==> src/rtl/mw_pkg.sv <==
package mw_pkg;
  localparam logic [7:0] SYNC_BYTE = 8'hFF;

  typedef struct packed {
    logic       sof;
    logic       eof;
    logic [7:0] data;
  } mw_beat_t;
endpackage

==> src/rtl/mw_arm_ctrl.sv <==
module mw_arm_ctrl (
  input  logic clk_i,
  input  logic rst_ni,
  input  logic arm_req_i,
  input  logic rx_stopped_i,
  input  logic tx_stopped_i,
  input  logic detect_i,
  input  logic event_clr_i,
  input  logic irq_en_i,
  output logic armed_o,
  output logic arm_rej_o,
  output logic event_o,
  output logic irq_o
);
  logic arm_ok;
  logic armed_q, rej_q, event_q;

  assign arm_ok = rx_stopped_i & tx_stopped_i;

  always_ff @(posedge clk_i or negedge rst_ni) begin
    if (!rst_ni) begin
      armed_q <= 1'b0;
      rej_q   <= 1'b0;
      event_q <= 1'b0;
    end else begin
      rej_q <= arm_req_i & ~arm_ok;
      if (detect_i)                armed_q <= 1'b0;
      else if (arm_req_i && arm_ok) armed_q <= 1'b1;
      // set wins over a simultaneous clear
      if (detect_i)         event_q <= 1'b1;
      else if (event_clr_i) event_q <= 1'b0;
    end
  end

  assign armed_o   = armed_q;
  assign arm_rej_o = rej_q;
  assign event_o   = event_q;
  assign irq_o     = event_q & irq_en_i;
endmodule

==> src/rtl/mw_rx_gate.sv <==
module mw_rx_gate
  import mw_pkg::*;
(
  input  logic     clk_i,
  input  logic     rst_ni,
  input  logic     armed_i,
  input  logic     vld_i,
  input  mw_beat_t beat_i,
  output logic     vld_o,
  output mw_beat_t beat_o
);
  logic drop_q, drop_cur;

  // a frame that began armed stays dropped to its end
  assign drop_cur = armed_i | (~beat_i.sof & drop_q);

  always_ff @(posedge clk_i or negedge rst_ni) begin
    if (!rst_ni)    drop_q <= 1'b0;
    else if (vld_i) drop_q <= beat_i.eof ? 1'b0 : drop_cur;
  end

  assign vld_o       = vld_i & ~drop_cur;
  assign beat_o.sof  = beat_i.sof & vld_o;
  assign beat_o.eof  = beat_i.eof & vld_o;
  assign beat_o.data = beat_i.data;
endmodule

==> src/rtl/mw_pattern_match.sv <==
module mw_pattern_match
  import mw_pkg::*;
#(
  parameter int SYNC_LEN   = 6,
  parameter int ADDR_REPS  = 16,
  parameter int ADDR_BYTES = 6
) (
  input  logic                    clk_i,
  input  logic                    rst_ni,
  input  logic                    en_i,
  input  logic                    vld_i,
  input  mw_beat_t                beat_i,
  input  logic [8*ADDR_BYTES-1:0] addr_i,
  output logic                    detect_o
);
  localparam int TOTAL  = SYNC_LEN + ADDR_REPS * ADDR_BYTES;
  localparam int POS_W  = $clog2(TOTAL + 1);
  localparam int BIDX_W = (ADDR_BYTES > 1) ? $clog2(ADDR_BYTES) : 1;
  localparam int FF_W   = $clog2(SYNC_LEN + 1);
  localparam logic [POS_W-1:0]  LAST_POS  = POS_W'(TOTAL - 1);
  localparam logic [POS_W-1:0]  SYNC_POS  = POS_W'(SYNC_LEN);
  localparam logic [BIDX_W-1:0] LAST_BIDX = BIDX_W'(ADDR_BYTES - 1);
  localparam logic [FF_W-1:0]   FF_SAT    = FF_W'(SYNC_LEN);

  logic [7:0] addr_bytes [ADDR_BYTES];

  for (genvar g = 0; g < ADDR_BYTES; g++) begin : g_addr_byte
    assign addr_bytes[g] = addr_i[8*(ADDR_BYTES-1-g) +: 8];
  end

  logic [POS_W-1:0]  pos_q, base_pos, pos_nxt;
  logic [BIDX_W-1:0] bidx_q, base_b, bidx_nxt;
  logic [FF_W-1:0]   ffrun_q, base_ff, ff_nxt;
  logic [7:0]        exp_byte;
  logic              hit, is_ff, in_sync;

  always_comb begin
    base_pos = beat_i.sof ? '0 : pos_q;
    base_b   = beat_i.sof ? '0 : bidx_q;
    base_ff  = beat_i.sof ? '0 : ffrun_q;
    in_sync  = base_pos < SYNC_POS;
    exp_byte = in_sync ? SYNC_BYTE : addr_bytes[base_b];
    hit      = beat_i.data == exp_byte;
    is_ff    = beat_i.data == SYNC_BYTE;
    ff_nxt   = is_ff ? ((base_ff == FF_SAT) ? FF_SAT : base_ff + 1'b1) : '0;
    if (hit) begin
      pos_nxt  = (base_pos == LAST_POS) ? '0 : base_pos + 1'b1;
      bidx_nxt = (in_sync || base_b == LAST_BIDX) ? '0 : base_b + 1'b1;
    end else begin
      // an all-ones break byte keeps the sync run it belongs to
      pos_nxt  = is_ff ? POS_W'(ff_nxt) : '0;
      bidx_nxt = '0;
    end
  end

  always_ff @(posedge clk_i or negedge rst_ni) begin
    if (!rst_ni) begin
      pos_q   <= '0;
      bidx_q  <= '0;
      ffrun_q <= '0;
    end else if (!en_i) begin
      pos_q   <= '0;
      bidx_q  <= '0;
      ffrun_q <= '0;
    end else if (vld_i) begin
      pos_q   <= pos_nxt;
      bidx_q  <= bidx_nxt;
      ffrun_q <= ff_nxt;
    end
  end

  assign detect_o = en_i & vld_i & hit & (base_pos == LAST_POS);
endmodule

==> src/rtl/magic_wake_det.sv <==
module magic_wake_det
  import mw_pkg::*;
#(
  parameter int SYNC_LEN   = 6,
  parameter int ADDR_REPS  = 16,
  parameter int ADDR_BYTES = 6
) (
  input  logic                    clk_i,
  input  logic                    rst_ni,
  input  logic                    rx_valid_i,
  input  logic                    rx_sof_i,
  input  logic                    rx_eof_i,
  input  logic [7:0]              rx_data_i,
  input  logic                    rx_enable_i,
  input  logic [8*ADDR_BYTES-1:0] station_addr_i,
  input  logic                    rx_stopped_i,
  input  logic                    tx_stopped_i,
  input  logic                    arm_req_i,
  input  logic                    event_clr_i,
  input  logic                    irq_en_i,
  output logic                    dlv_valid_o,
  output logic                    dlv_sof_o,
  output logic                    dlv_eof_o,
  output logic [7:0]              dlv_data_o,
  output logic                    armed_o,
  output logic                    arm_rej_o,
  output logic                    event_o,
  output logic                    irq_o
);
  mw_beat_t rx_beat, dlv_beat;
  logic     armed, detect, search_en;

  assign rx_beat.sof  = rx_sof_i;
  assign rx_beat.eof  = rx_eof_i;
  assign rx_beat.data = rx_data_i;
  assign search_en    = armed & rx_enable_i;

  mw_arm_ctrl i_ctrl (
    .clk_i        (clk_i),
    .rst_ni       (rst_ni),
    .arm_req_i    (arm_req_i),
    .rx_stopped_i (rx_stopped_i),
    .tx_stopped_i (tx_stopped_i),
    .detect_i     (detect),
    .event_clr_i  (event_clr_i),
    .irq_en_i     (irq_en_i),
    .armed_o      (armed),
    .arm_rej_o    (arm_rej_o),
    .event_o      (event_o),
    .irq_o        (irq_o)
  );

  mw_pattern_match #(
    .SYNC_LEN   (SYNC_LEN),
    .ADDR_REPS  (ADDR_REPS),
    .ADDR_BYTES (ADDR_BYTES)
  ) i_match (
    .clk_i    (clk_i),
    .rst_ni   (rst_ni),
    .en_i     (search_en),
    .vld_i    (rx_valid_i),
    .beat_i   (rx_beat),
    .addr_i   (station_addr_i),
    .detect_o (detect)
  );

  mw_rx_gate i_gate (
    .clk_i   (clk_i),
    .rst_ni  (rst_ni),
    .armed_i (armed),
    .vld_i   (rx_valid_i),
    .beat_i  (rx_beat),
    .vld_o   (dlv_valid_o),
    .beat_o  (dlv_beat)
  );

  assign dlv_sof_o  = dlv_beat.sof;
  assign dlv_eof_o  = dlv_beat.eof;
  assign dlv_data_o = dlv_beat.data;
  assign armed_o    = armed;
endmodule

==> config.mk <==
export PLATFORM = sky130hd
export DESIGN_NAME = magic_wake_det
export DESIGN_NICKNAME = d
export VERILOG_FILES = /design/src/rtl/mw_pkg.sv /design/src/rtl/mw_arm_ctrl.sv /design/src/rtl/mw_rx_gate.sv /design/src/rtl/mw_pattern_match.sv /design/src/rtl/magic_wake_det.sv
export SDC_FILE = /design/constraint.sdc
export NUM_CORES = 1
export LEC_CHECK = 0
export BUFFER_PORTS_ARGS = -buffer_cell sky130_fd_sc_hd__buf_2
export CAP_MARGIN = 20
export CORE_ASPECT_RATIO = 1.5
export CORE_MARGIN = 3
export CORE_UTILIZATION = 48
export DETAILED_ROUTE_END_ITERATION = 16
export PLACE_DENSITY = 0.91
export SYNTH_ARGS = -nofsm -noshare
export SYNTH_HDL_FRONTEND = slang
export SYNTH_SLANG_ARGS = --single-unit
==> constraint.sdc <==
create_clock -name clk_i -period 2.45 [get_ports clk_i]
set_input_delay 0.49 -clock clk_i [delete_from_list [all_inputs] [get_ports clk_i]]
set_output_delay 0.49 -clock clk_i [all_outputs]
set_load 0.05 [all_outputs]
## Yosys cells after proc, flatten, opt, wreduce, memory -nomap -nowiden

Cells that the tools add are included.

| word-level totals | value |
|---|---|
| memory bits (read-only) | 0 |
| memories kept | 0 |
| RAM bits | 0 |
| bits in latches | 0 |
| register bits after elaboration | 17 |
| word-level logic and storage cells | 63 |
| output and inout port bits | 15 |
| input bits | 67 |

| operators by class | value |
|---|---|
| equal/unequal tests | 6 |
| reductions and logical operators | 4 |
| bitwise operators | 16 |
| $add $sub $neg | 3 |
| muxes and demuxes | 25 |
| shift operators | 0 |
| multiply operators | 0 |
| order comparisons | 2 |
| divide/modulo/power cells | 0 |

Operator list:

| cell | number |
|---|---|
| $mux W7 | 5 |
| $mux W3 | 11 |
| $bmux W8 S3 | 1 |
| $mux W8 | 3 |
| $and A1 B1 Y1 | 11 |
| $eq A8 B8 Y1 | 1 |
| $eq A8 B8 Y1 const B | 1 |
| $add A7 B1 Y7 const B | 1 |
| $eq A7 B7 Y1 const B | 1 |
| $lt A7 B3 Y1 const B | 1 |
| $add A3 B1 Y3 const B | 2 |
| $eq A3 B3 Y1 const B | 2 |
| $mux W1 | 5 |
| $ge A4 B4 Y1 const B | 1 |
| $not A3 Y4 | 1 |
| $reduce_bool A2 Y1 | 2 |
| $not A1 Y1 | 3 |
| $ne A2 B2 Y1 const B | 1 |
| $logic_and A1 B1 Y1 | 1 |
| $logic_or A1 B1 Y1 | 1 |
| $or A1 B1 Y1 | 1 |

## Depth between registers and ports, before layout

Gate-level depths: netlist (run 1).

| logic depth | value |
|---|---|
| depth in word-level cells | 10 |
| depth in mapped cells | 12 |
| depth with buffers taken out | 9 |

## By module

Synthesis (run 1) repeated with hierarchy kept, for this count alone.

| unflattened totals | value |
|---|---|
| cell total of the unflattened synthesis | 223 |
| area, all modules | 1898.1 um^2 |

Modules (own cells, without submodules):

| module | cells an instance | area each (um^2) | sequential area each (um^2) | instances |
|---|---|---|---|---|
| mw_pattern_match | 196 | 1641.6 | 325.3 | 1 |
| mw_rx_gate | 17 | 140.1 | 25.0 | 1 |
| mw_arm_ctrl | 9 | 110.1 | 75.1 | 1 |
| magic_wake_det | 1 | 6.3 | 0.0 | 1 |

## Worst setup path after synthesis (run 1)

Ideal clock, no wire load.

| timing path | value |
|---|---|
| kind | input-to-output |
| start point | input port rx_sof_i |
| end point | output port dlv_eof_o |
| required time | 1960 ps |
| stages on the path | 6 |
| arrival time | 3003 ps |
| setup slack | -1043 ps |
| buffers on the path | 3 |
| path through | buf_6 -> buf_2 -> clkbuf_1 -> inv_1 -> a211oi_1 -> and2_1 |

| between the ends | value |
|---|---|
| word-level cells in the longest chain between the ends | 6 |

Ends and longest elaborated chain:

| what | line | text |
|---|---|---|
| start: declaration | magic_wake_det.sv:11 | `input logic rx_sof_i,` |
| $not A1 Y1 | mw_rx_gate.sv:15 | `assign drop_cur = armed_i \| (~beat_i.sof & drop_q);` |
| $and A1 B1 Y1 | mw_rx_gate.sv:15 |  |
| $or A1 B1 Y1 | mw_rx_gate.sv:15 |  |
| $not A1 Y1 | mw_rx_gate.sv:22 | `assign vld_o = vld_i & ~drop_cur;` |
| $and A1 B1 Y1 | mw_rx_gate.sv:22 |  |
| named net dlv_valid_o | magic_wake_det.sv:21 | `output logic dlv_valid_o,` |
| $and A1 B1 Y1 | mw_rx_gate.sv:24 | `assign beat_o.eof = beat_i.eof & vld_o;` |
| end: declaration | magic_wake_det.sv:23 | `output logic dlv_eof_o,` |

The timed path passes the listed nets, and every way through them passes these cells.

## Final worst setup path (run 1)

| timing path | value |
|---|---|
| start point | register i_match.bidx_q[0] |
| end point | register i_ctrl.armed_q (netlist: i_ctrl.armed_o) |

| between the ends | value |
|---|---|
| word-level cells in the longest chain between the ends | 10 |
| elaborated cells between the ends (all ways) | 11 |
| classes of those cells | 1 x eq/ne; 6 x mux; 3 x bitwise; 1 x reduce/logical |

Ends and longest elaborated chain:

| what | line | text |
|---|---|---|
| start: declaration | mw_pattern_match.sv:32 | `logic [BIDX_W-1:0] bidx_q, base_b, bidx_nxt;` |
| start signal: assignment | mw_pattern_match.sv:67 | `bidx_q <= bidx_nxt;` |
| $mux W3 (*) | mw_pattern_match.sv:39 | `base_b = beat_i.sof ? '0 : bidx_q;` |
| $not A3 Y4 (not written as such) (*) | mw_pattern_match.sv:42 | `exp_byte = in_sync ? SYNC_BYTE : addr_bytes[base_b];` |
| $bmux W8 S3 (*) | mw_pattern_match.sv:42 |  |
| $mux W8 (not written as such) (*) (2 in series) | mw_pattern_match.sv:42 |  |
| $mux W8 (*) | mw_pattern_match.sv:42 |  |
| $eq A8 B8 Y1 (*) | mw_pattern_match.sv:43 | `hit = beat_i.data == exp_byte;` |
| $and A1 B1 Y1 (*) (2 in series) | mw_pattern_match.sv:72 | `assign detect_o = en_i & vld_i & hit & (base_pos == LAST_POS);` |
| $mux W1 or $reduce_bool A2 Y1 (tied branches) | n/a |  |
| end signal: assignment | mw_arm_ctrl.sv:22 | `armed_q <= 1'b0;` |
| end signal: assignment | mw_arm_ctrl.sv:27 | `if (detect_i) armed_q <= 1'b0;` |
| end signal: assignment | mw_arm_ctrl.sv:28 | `else if (arm_req_i && arm_ok) armed_q <= 1'b1;` |
| end: declaration | mw_arm_ctrl.sv:16 | `logic armed_q, rej_q, event_q;` |

Mark *: on every way between the ends. The rest lies on a longest branch, timed or not. The select of a mux whose other input is x is not followed.
A chain may end at the register's enable or synchronous reset.

==> metrics list, run 1 <==
- The run finished, with violations left.
- Failing checks: setup timing
- Entering global routing, the biggest net connects 18 pins.
- Across all setup checks in the final design, the least slack found is -50.1 ps.
- DRC Markers: 0
* Ratio of cells with drive above 1 in the final layout: 51.3%
* Synth area leaders: sky130_fd_sc_hd__dfrtp_1 24%, sky130_fd_sc_hd__mux2i_1 6.6%, sky130_fd_sc_hd__ha_1 4.2%
* Highest fanout seen on the critical path: 6
- Hold timing on the final database bottoms out at a slack of 154 ps.
* Switching power share of the total: 30.0%
- Sum of internal, switching and leakage power: 688 uW
* Number of buffers added by the clock tree synthesis step: 3
- For this run the aggregate overflow at the end of global routing stands at 0.
- The min-delay analysis places its worst path in the category in -> async.
- Final wirelength: 6560 um
- Summing all non-filler instances in the final layout gives an area of 2670 sq um.
* Clock transition at the register clock pins on the worst setup and hold paths after CTS: 60 ps
* Clock period minus final worst setup slack: 2500 ps
- Total of flip-flops plus latches after synthesis: 17
- Highest achievable clock rate: 400 MHz
- Global-route wire length before repair: 9110 um
* Most frequent cells in the layout: 82 x sky130_fd_sc_hd__buf_2, 36 x sky130_fd_sc_hd__buf_4, 15 x sky130_fd_sc_hd__dfrtp_1
- Slew of the pin with the lowest slew margin: 401 ps
- Width of the die: 56.1 um
- After the first detailed-routing iteration, the DRC count stood at 160.
- Yosys mapped the design onto 60 distinct sky130hd cell types.
- The share of total power dissipated in combinational logic is 28.0%.
- Mux contribution to synthesized area: 9.13%
- The number of pins with negative max-slew slack in the final report is 0.
- The die covers 4550 sq um.
- Leaving out filler cells and counting taps, the final layout contains 360.
* Number of H-tree levels: 1
- Endpoint kind of the worst setup timing path: flop
- Detailed routing inserted a total of 2194 vias.
- In the global route stage, overall resource usage came out at 24.9%.
- Data on the critical path is required at its endpoint by 2590 ps.
- Ports placed on the boundary: 82
- After detailed placement, the design holds a cell count of 348.
- In this run the critical register-to-register path is launched from i_match.bidx_q[0].
- For this run, asynchronously set or reset flops after synthesis account for 100%.
- Final Wtd Congestion: 0.903
- The internal portion of the total power is 482 uW.
* Post-synthesis average cell area: 8.69 sq um
- The clock net in this run drives a total of 17 sinks.
- Cell type with the highest aggregate area in the netlist: sky130_fd_sc_hd__dfrtp_1
- Standard cell core area: 3510 sq um
* Count of antenna diodes in the layout: 0
- The later pin in the worst-skew pair is clocked with a latency of 250 ps.
- Detail-routed via count per cell: 6.09
* Vias in the first global route: 2071
- For this run, the post-layout net count is 392.
* Leakage Power: 1.28 nW
- Critical-path cell with the highest stage delay: sky130_fd_sc_hd__dfrtp_2
* Setup repair after global routing missed its margin: true
- Synthesized-area fraction occupied by xor and xnor cells: 4.84%
- Worst Path Arrival: 2640 ps
* Maximum ir drop on the vdd rail: 0.373 mV
- In the final routed layout, each cell accounts on average for 18.2 um.
- First drt pass iteration count: 4
- Portion of the post-synthesis area used by sequential elements: 23.5%
- Remaining antenna violation count after routing: 0
* Category of the worst setup path launch point: flop
- The count of buffers added on input and output ports is 81.
- HPWL after DPL: 4680 um
* Fraction of power consumed by the clock network: 30.5%
- Syn nets: 281
- On the worst path, the slowest cell contributes a delay of 450 ps.
- Worst clock skew: 2.73 ps
- Area growth syn-to-layout: 47.8%
- Starting density of the core: 51.5%
- CTS placed an instance of sky130_fd_sc_hd__clkbuf_8 at the clock tree root.
- The floorplan has 26 rows.
- Die outline height: 81.2 um
- Fraction of the core area covered by cells at the end of the flow: 76.0%
* Synth Cell Area: 1810 sq um
- In this run the power spent charging and discharging nets is 206 uW.
* TritonCTS clock tree: done
* Power density over the cells: 257 nW/um^2
* Placed cell areas: 2430 sq um
* Final clock period utilization by the worst path: 102%
* Number of buffers on the longest clock path: 2
- The critical path in this run is classified as reg -> reg.
- Filler cell count in the final layout: 233
- Seq pwr share: 41.6%
- During synthesis, Yosys emitted a total of 0 warnings.
- The library cell used most frequently in the layout, excluding fill and tap cells, is sky130_fd_sc_hd__buf_2.
- Setup violations remaining at the end of the flow were counted as 6.
* Post-synthesis simple-gate area fraction: 22.8%
- Summing the areas of all fa, ha and maj instances in the mapped netlist gives 4.15% of the synthesized area.
- The synthesized design contains 0 enable-type register cells.
* Hold Fails Final Rpt: 0
- Summed over its instances, the top area cell type makes up 23.5% of the synthesized netlist area.
- Main combinational cell family by area after synthesis: compound AO/OA/AOI/OAI gates
* Post-synthesis compound-gate area fraction: 25.6%
- Cells along the critical path: buf_6 > mux2_4 > a222oi_1 > o211ai_1 > xnor2_1 > nand3_1 > nor3_4 > buf_12 > nand3_4 > o22a_1
- Reported max-cap violation count: 0
* Antenna violations before repair: 0
* Beginning of the critical path: i_match.bidx_q[0]
- Most frequently used flop master after synthesis: sky130_fd_sc_hd__dfrtp_1
* Slew HR: 73.2%
- Post-synthesis cell count: 208
-- critical path: cells and delay by family, from the launching register on --
family                 cells  cell delay (ps)
AO/OA/AOI/OAI              3              760
flip-flops                 1              450
AND/OR/NAND/NOR            3              420
buffers and inverters      2              290
multiplexers               1              290
XOR/XNOR                   1              170
-- synth_stat cells (all sizes together) (2+ instances only) --
master  count
and2        3
a31oi       4
inv        13
a22oi       2
o21ba       2
o32ai       4
dfrtp      17
nor3b       3
a21o        3
o31ai       3
or2         2
nand2b      3
a21oi       4
a22o        3
xor2        3
o21ai      10
clkbuf      3
a32oi       3
nand2      13
a221oi      2
mux2        4
a211oi      4
nor3        8
nor2b       6
nor2        9
and3        6
mux2i      12
xnor2       7
buf        15
nand3       9
ha          6
nand4       2
a21boi      2
o22ai       2
-- final cells by class --
cell class | instances | area [sq um] | share of cell area (%)
well taps | 42 | 52.6 | 1.97
inverters | 13 | 48.8 | 1.83
clock buffers | 4 | 45.0 | 1.69
flip-flops and latches | 17 | 428 | 16.0
multi-input cells | 160 | 1330 | 49.8
repair buffers | 124 | 766 | 28.7
-- registers in the layout, indices dropped and copies added, names as in the netlist --
register          cells
i_match.bidx_q        3
i_ctrl.event_o        1
i_match.ffrun_q       3
i_ctrl.arm_rej_o      1
i_match.pos_q         7
i_gate.drop_q         1
i_ctrl.armed_o        1
-- worst paths after layout --
kind | slack (ps) | depth (start not counted) | end
worst max-delay path | -50 | 10 | i_ctrl.armed_o
worst min-delay path | 150 | 1 | i_match.ffrun_q[1]
worst max register to register | -50 | 10 | i_ctrl.armed_o
worst min register to register | 470 | 1 | i_match.ffrun_q[1]
max in group asynchronous | 1980 | 1 | i_match.bidx_q[0]
min in group clk_i | 420 | 2 | i_gate.drop_q
-- stage by stage --
step,worst slack (ps),setup TNS (ps)
5_1_grt,-128,-807
2_1_floorplan,-339,-339
3_5_place_dp,-305,-2770
4_1_cts,-3.58,-3.58
3_3_place_gp,-228,-1860
6_report,-50.1,-132
-- power by group through the flow --
stage	Combinational [mW]	Clock, mW	Sequential (mW)
after floorplan	0.0867	0	0.295
after global placement	0.170	0	0.291
after detailed placement	0.173	0	0.291
after CTS	0.175	0.213	0.286
after global routing	0.203	0.228	0.286
final	0.192	0.210	0.286
-- layer usage --
layer	GRT usage [%]	up-vias	wire [um]
met2	49.6	157	3460
met1	24.5	1017	2200
met4	10.5	0	301
met5	0	-	0
met3	5.09	30	601
li1	-	990	-
-- what timing repair did --
action / 4_1_cts / 5_1_grt
endpoints found under the setup margin: 5 / 12
hold buffers: 0 / 0
cloned: 0 / 1
pin swaps: 9 / 10
gates resized for setup: 8 / 17
setup buffers: 3 / 4
-- cells by family (layout without fill, tap and decap cells) --
| logic type | count (synthesis) | after routing |
|---|---|---|
| xor gates and xnor gates | 10 | 10 |
| adders and majority gates | 6 | 6 |
| and+or+nand+nor | 69 | 69 |
| AOI/OAI and AO/OA | 59 | 59 |
| DFF | 17 | 17 |
| muxes | 16 | 16 |
| buffers and inverters | 31 | 141 |
Power figures use the tool's default switching activity.
==> inputs of run 2 (changes only) <==
--- a/config.mk
+++ b/config.mk
@@ -7,7 +7,6 @@
 export LEC_CHECK = 0
 export BUFFER_PORTS_ARGS = -buffer_cell sky130_fd_sc_hd__buf_2
 export CAP_MARGIN = 20
-export CORE_ASPECT_RATIO = 1.5
 export CORE_MARGIN = 3
 export CORE_UTILIZATION = 48
 export DETAILED_ROUTE_END_ITERATION = 16
==> constraint.sdc (replaced) <==
create_clock -name clk_i -period 2.35 [get_ports clk_i]
set_input_delay 0.47 -clock clk_i [delete_from_list [all_inputs] [get_ports clk_i]]
set_output_delay 0.47 -clock clk_i [all_outputs]
set_load 0.05 [all_outputs]
==> metrics list, run 2 (synthesis gave the netlist of run 1 again) <==
- Status: finished, violations left (unchanged)
- Failing checks: setup timing (unchanged).
- Worst Path Arrival: 2650 ps (was 2640 ps)
* Number of buffers added by the clock tree synthesis step: 3 (unchanged)
- Most frequent standard cell in the layout excluding fill and tap cells: sky130_fd_sc_hd__buf_2 (unchanged)
- Ratio of cells with drive above 1 in the final layout: 51.3% (about the same)
* Count of non-filler cells in the finished layout: 362 (was 360)
- The root buffer cell was sky130_fd_sc_hd__clkbuf_8 (unchanged).
- First-iteration detailed-routing DRC count: 200 (was 160)
- The remaining max-slew budget at the tightest pin is 70.9% (was 73.2%).
* Critical path class: reg -> reg (unchanged)
- Area of all placed cells without fillers: 2670 sq um (about the same)
- Reported max-cap violation count: 0 (unchanged)
- The master of the slowest instance on the critical path was sky130_fd_sc_hd__dfrtp_2 (unchanged).
- The standby leakage power came to 1.27 nW (was 1.28 nW).
- The routed via count was 2172 (was 2194).
- Row cnt: 21 (was 26)
- The ratio of final minimum period to clock period was 106% (was 102%).
- Slew of the pin with the lowest slew margin: 433 ps (was 401 ps)
* Number of buffers on the longest clock path: 2 (unchanged)
- Top Registers: i_match.pos_q: 7 flops, i_match.bidx_q: 3 flops, i_match.ffrun_q: 3 flops (unchanged)
- The number of pins with negative max-slew slack in the final report was 0 (unchanged).
- Internal power: 501 uW (was 482 uW)
* Delay of the slowest critical-path stage: 450 ps (about the same)
* Filler cell count in the final layout: 228 (was 233)
- Remaining antenna violation count after routing: 0 (unchanged)
* Placed cell areas: 2420 sq um (was 2430 sq um)
* First drt pass iteration count: 5 (was 4)
- The power per standard cell area came to 273 nW/um^2 (was 257 nW/um^2).
- Cells along the critical path: buf_12 > mux2_4 > a222oi_1 > o211ai_1 > xnor2_1 > nand3_1 > nor3_4 > buf_12 > nand3_4 > o22a_1 (was buf_6 > mux2_4 > a222oi_1 > o211ai_1 > xnor2_1 > nand3_1 > nor3_4 > buf_12 > nand3_4 > o22a_1).
* Final setup slack of the worst path: -147 ps (was -50.1 ps)
- The final weighted congestion in routability-driven placement is 0.906 (was 0.903).
- Hold_buf cts: 0 (unchanged)
- Vias in the first global route: 2162 (was 2071)
* Final setup fails: 12 (was 6)
- The die area came to 4540 sq um (was 4550 sq um).
* Number of H-tree levels: 1 (unchanged)
- Endpoint kind of the worst setup timing path: flop (unchanged)
* DRC Markers: 0 (unchanged)
- The gate family responsible for the most delay along the worst path was compound AO/OA/AOI/OAI gates (unchanged).
- Highest achievable clock rate: 400 MHz (about the same)
- By instance count, the cell type seen most on the critical path is sky130_fd_sc_hd__buf_12.
- Count of antenna diodes in the layout: 0 (unchanged)
- The required time of the critical path is 2500 ps (was 2590 ps).
- Setup repair after global routing missed its margin: true (unchanged).
- Average routed wire per standard cell: 17.9 um (was 18.2 um)
- The combinational cell fraction of total power is 27.6% (was 28.0%).
- Ports placed on the boundary: 82 (unchanged)
- The area growth from synthesis to final layout is 47.4% (was 47.8%).
- The switching component of the power came to 227 uW (was 206 uW).
* WHS: 123 ps (was 154 ps)
* Switching power share of the total: 31.2% (was 30.0%)
* Fraction of power consumed by the clock network: 31.4% (was 30.5%)
- The TritonCTS clock tree is done (unchanged).
- The sum of overflow across all layers after global routing was 0 (unchanged).
- The width of the die came to 67.4 um (was 56.1 um).
- Clock sink total: 17 (unchanged)
- Hold WC Path Type: in -> async (unchanged)
- The aggregate routed wire length came to 6480 um (was 6560 um).
- Most frequent cells in the layout: 79 x sky130_fd_sc_hd__buf_2, 39 x sky130_fd_sc_hd__buf_4, 14 x sky130_fd_sc_hd__dfrtp_1 (was 82 x sky130_fd_sc_hd__buf_2, 36 x sky130_fd_sc_hd__buf_4, 15 x sky130_fd_sc_hd__dfrtp_1).
* Highest fanout seen on the critical path: 10 (was 6)
- The effective utilization at floorplan is 52.1% (was 51.5%).
- The setup total negative slack is -1040 ps (was -132 ps).
- The total track usage was 28.7% (was 24.9%).
- Count of port buffers added during placement: 81 (unchanged)
* Cell count after placement: 351 (was 348)
* Flip-flop count of the largest register, all copies and words added: 7 (unchanged)
- The clock-pin slew on the worst setup and hold paths came to 70 ps (was 60 ps).
- The largest vdd supply drop was 0.254 mV (was 0.373 mV).
* Hold Fails Final Rpt: 0 (unchanged)
* Top register by number of flip-flops: i_match.pos_q (unchanged)
- The sequential share of power is 40.9% (was 41.6%).
- Crit path buf inv count: 2 (unchanged)
* Worst clock skew: 6.42 ps (was 2.73 ps)
- Global-route wire length before repair: 9830 um (was 9110 um)
- The floorplan die height was 67.4 um (was 81.2 um).
* Pin count of the biggest net entering global routing: 18 (unchanged)
* Detail-routed via count per cell: 6.00 (was 6.09)
* HPWL after DPL: 4680 um (about the same)
- Source-to-sink clock delay at the later pin of the worst-skew pair: 260 ps (was 250 ps)
- Net count, final: 390 (was 392)
- The core box area was 3470 sq um (was 3510 sq um).
- The startpoint type of the worst setup path was a flop (unchanged).
* Antenna violations before repair: 0 (unchanged)
- Clock period minus final worst setup slack: 2500 ps (about the same)
run 2: cell count changes in the layout (fill, tap and decap cells not counted), sizes merged:
cell / previous run / this run
buf: 124 / 121
clkbuf: 4 / 5
run 2: power by group through the flow:
| stage | Sequential, mW | Combinational, mW | Clock, mW |
|---|---|---|---|
| after floorplan | 0.307 | 0.0906 | 0 |
| after global placement | 0.303 | 0.175 | 0 |
| after detailed placement | 0.304 | 0.180 | 0 |
| after CTS | 0.298 | 0.191 | 0.231 |
| after global routing | 0.298 | 0.213 | 0.247 |
| final | 0.298 | 0.201 | 0.229 |
run 2: metrics by stage:
stage	util, %	power [mW]	setup slack, ps
global placement	69.9	0.479	-263
global route	76.8	0.759	-230
finish	76.8	0.728	-147
CTS	74.2	0.720	-52.7
detailed placement	69.9	0.484	-328
floorplan	-	0.398	-269
run 2: repair_timing:
action	in CTS	in global routing
resized for setup	10	14
setup buffers	4	3
cloned	0	0
pin swaps	4	5
endpoints found under the setup margin	12	13
run 2: layout make-up:
cell class / instances / area, sq um / area share [%]
Inverter: 13 / 48.8 / 1.83
Clock buffer: 4 / 45.0 / 1.69
Tap cell: 46 / 57.6 / 2.16
Timing Repair Buffer: 122 / 756 / 28.4
Multi-Input combinational cell: 160 / 1330 / 49.9
Sequential cell: 17 / 429 / 16.1
run 2: path summary, 6_finish.rpt:
path,start,to,slack [ps],cells after the start
worst max-delay path,i_match.bidx_q[0],i_ctrl.armed_o,-150,10
max in group asynchronous,rst_ni,i_match.bidx_q[1],1910,1
worst min-delay path,rst_ni,i_gate.drop_q,120,1
min in group clk_i,rx_eof_i,i_gate.drop_q,390,2
worst max register to register,i_match.bidx_q[0],i_ctrl.armed_o,-150,10
worst min register to register,i_match.ffrun_q[1],i_match.ffrun_q[1],490,1
run 2: metal layers:
layer / up-vias / global-route usage [%] / wire length [um]
met3: 36 / 6.82 / 655
met4: 0 / 20.8 / 340
li1: 985 / - / -
met5: - / 0 / 0
met1: 1000 / 30.0 / 2240
met2: 151 / 50.1 / 3240
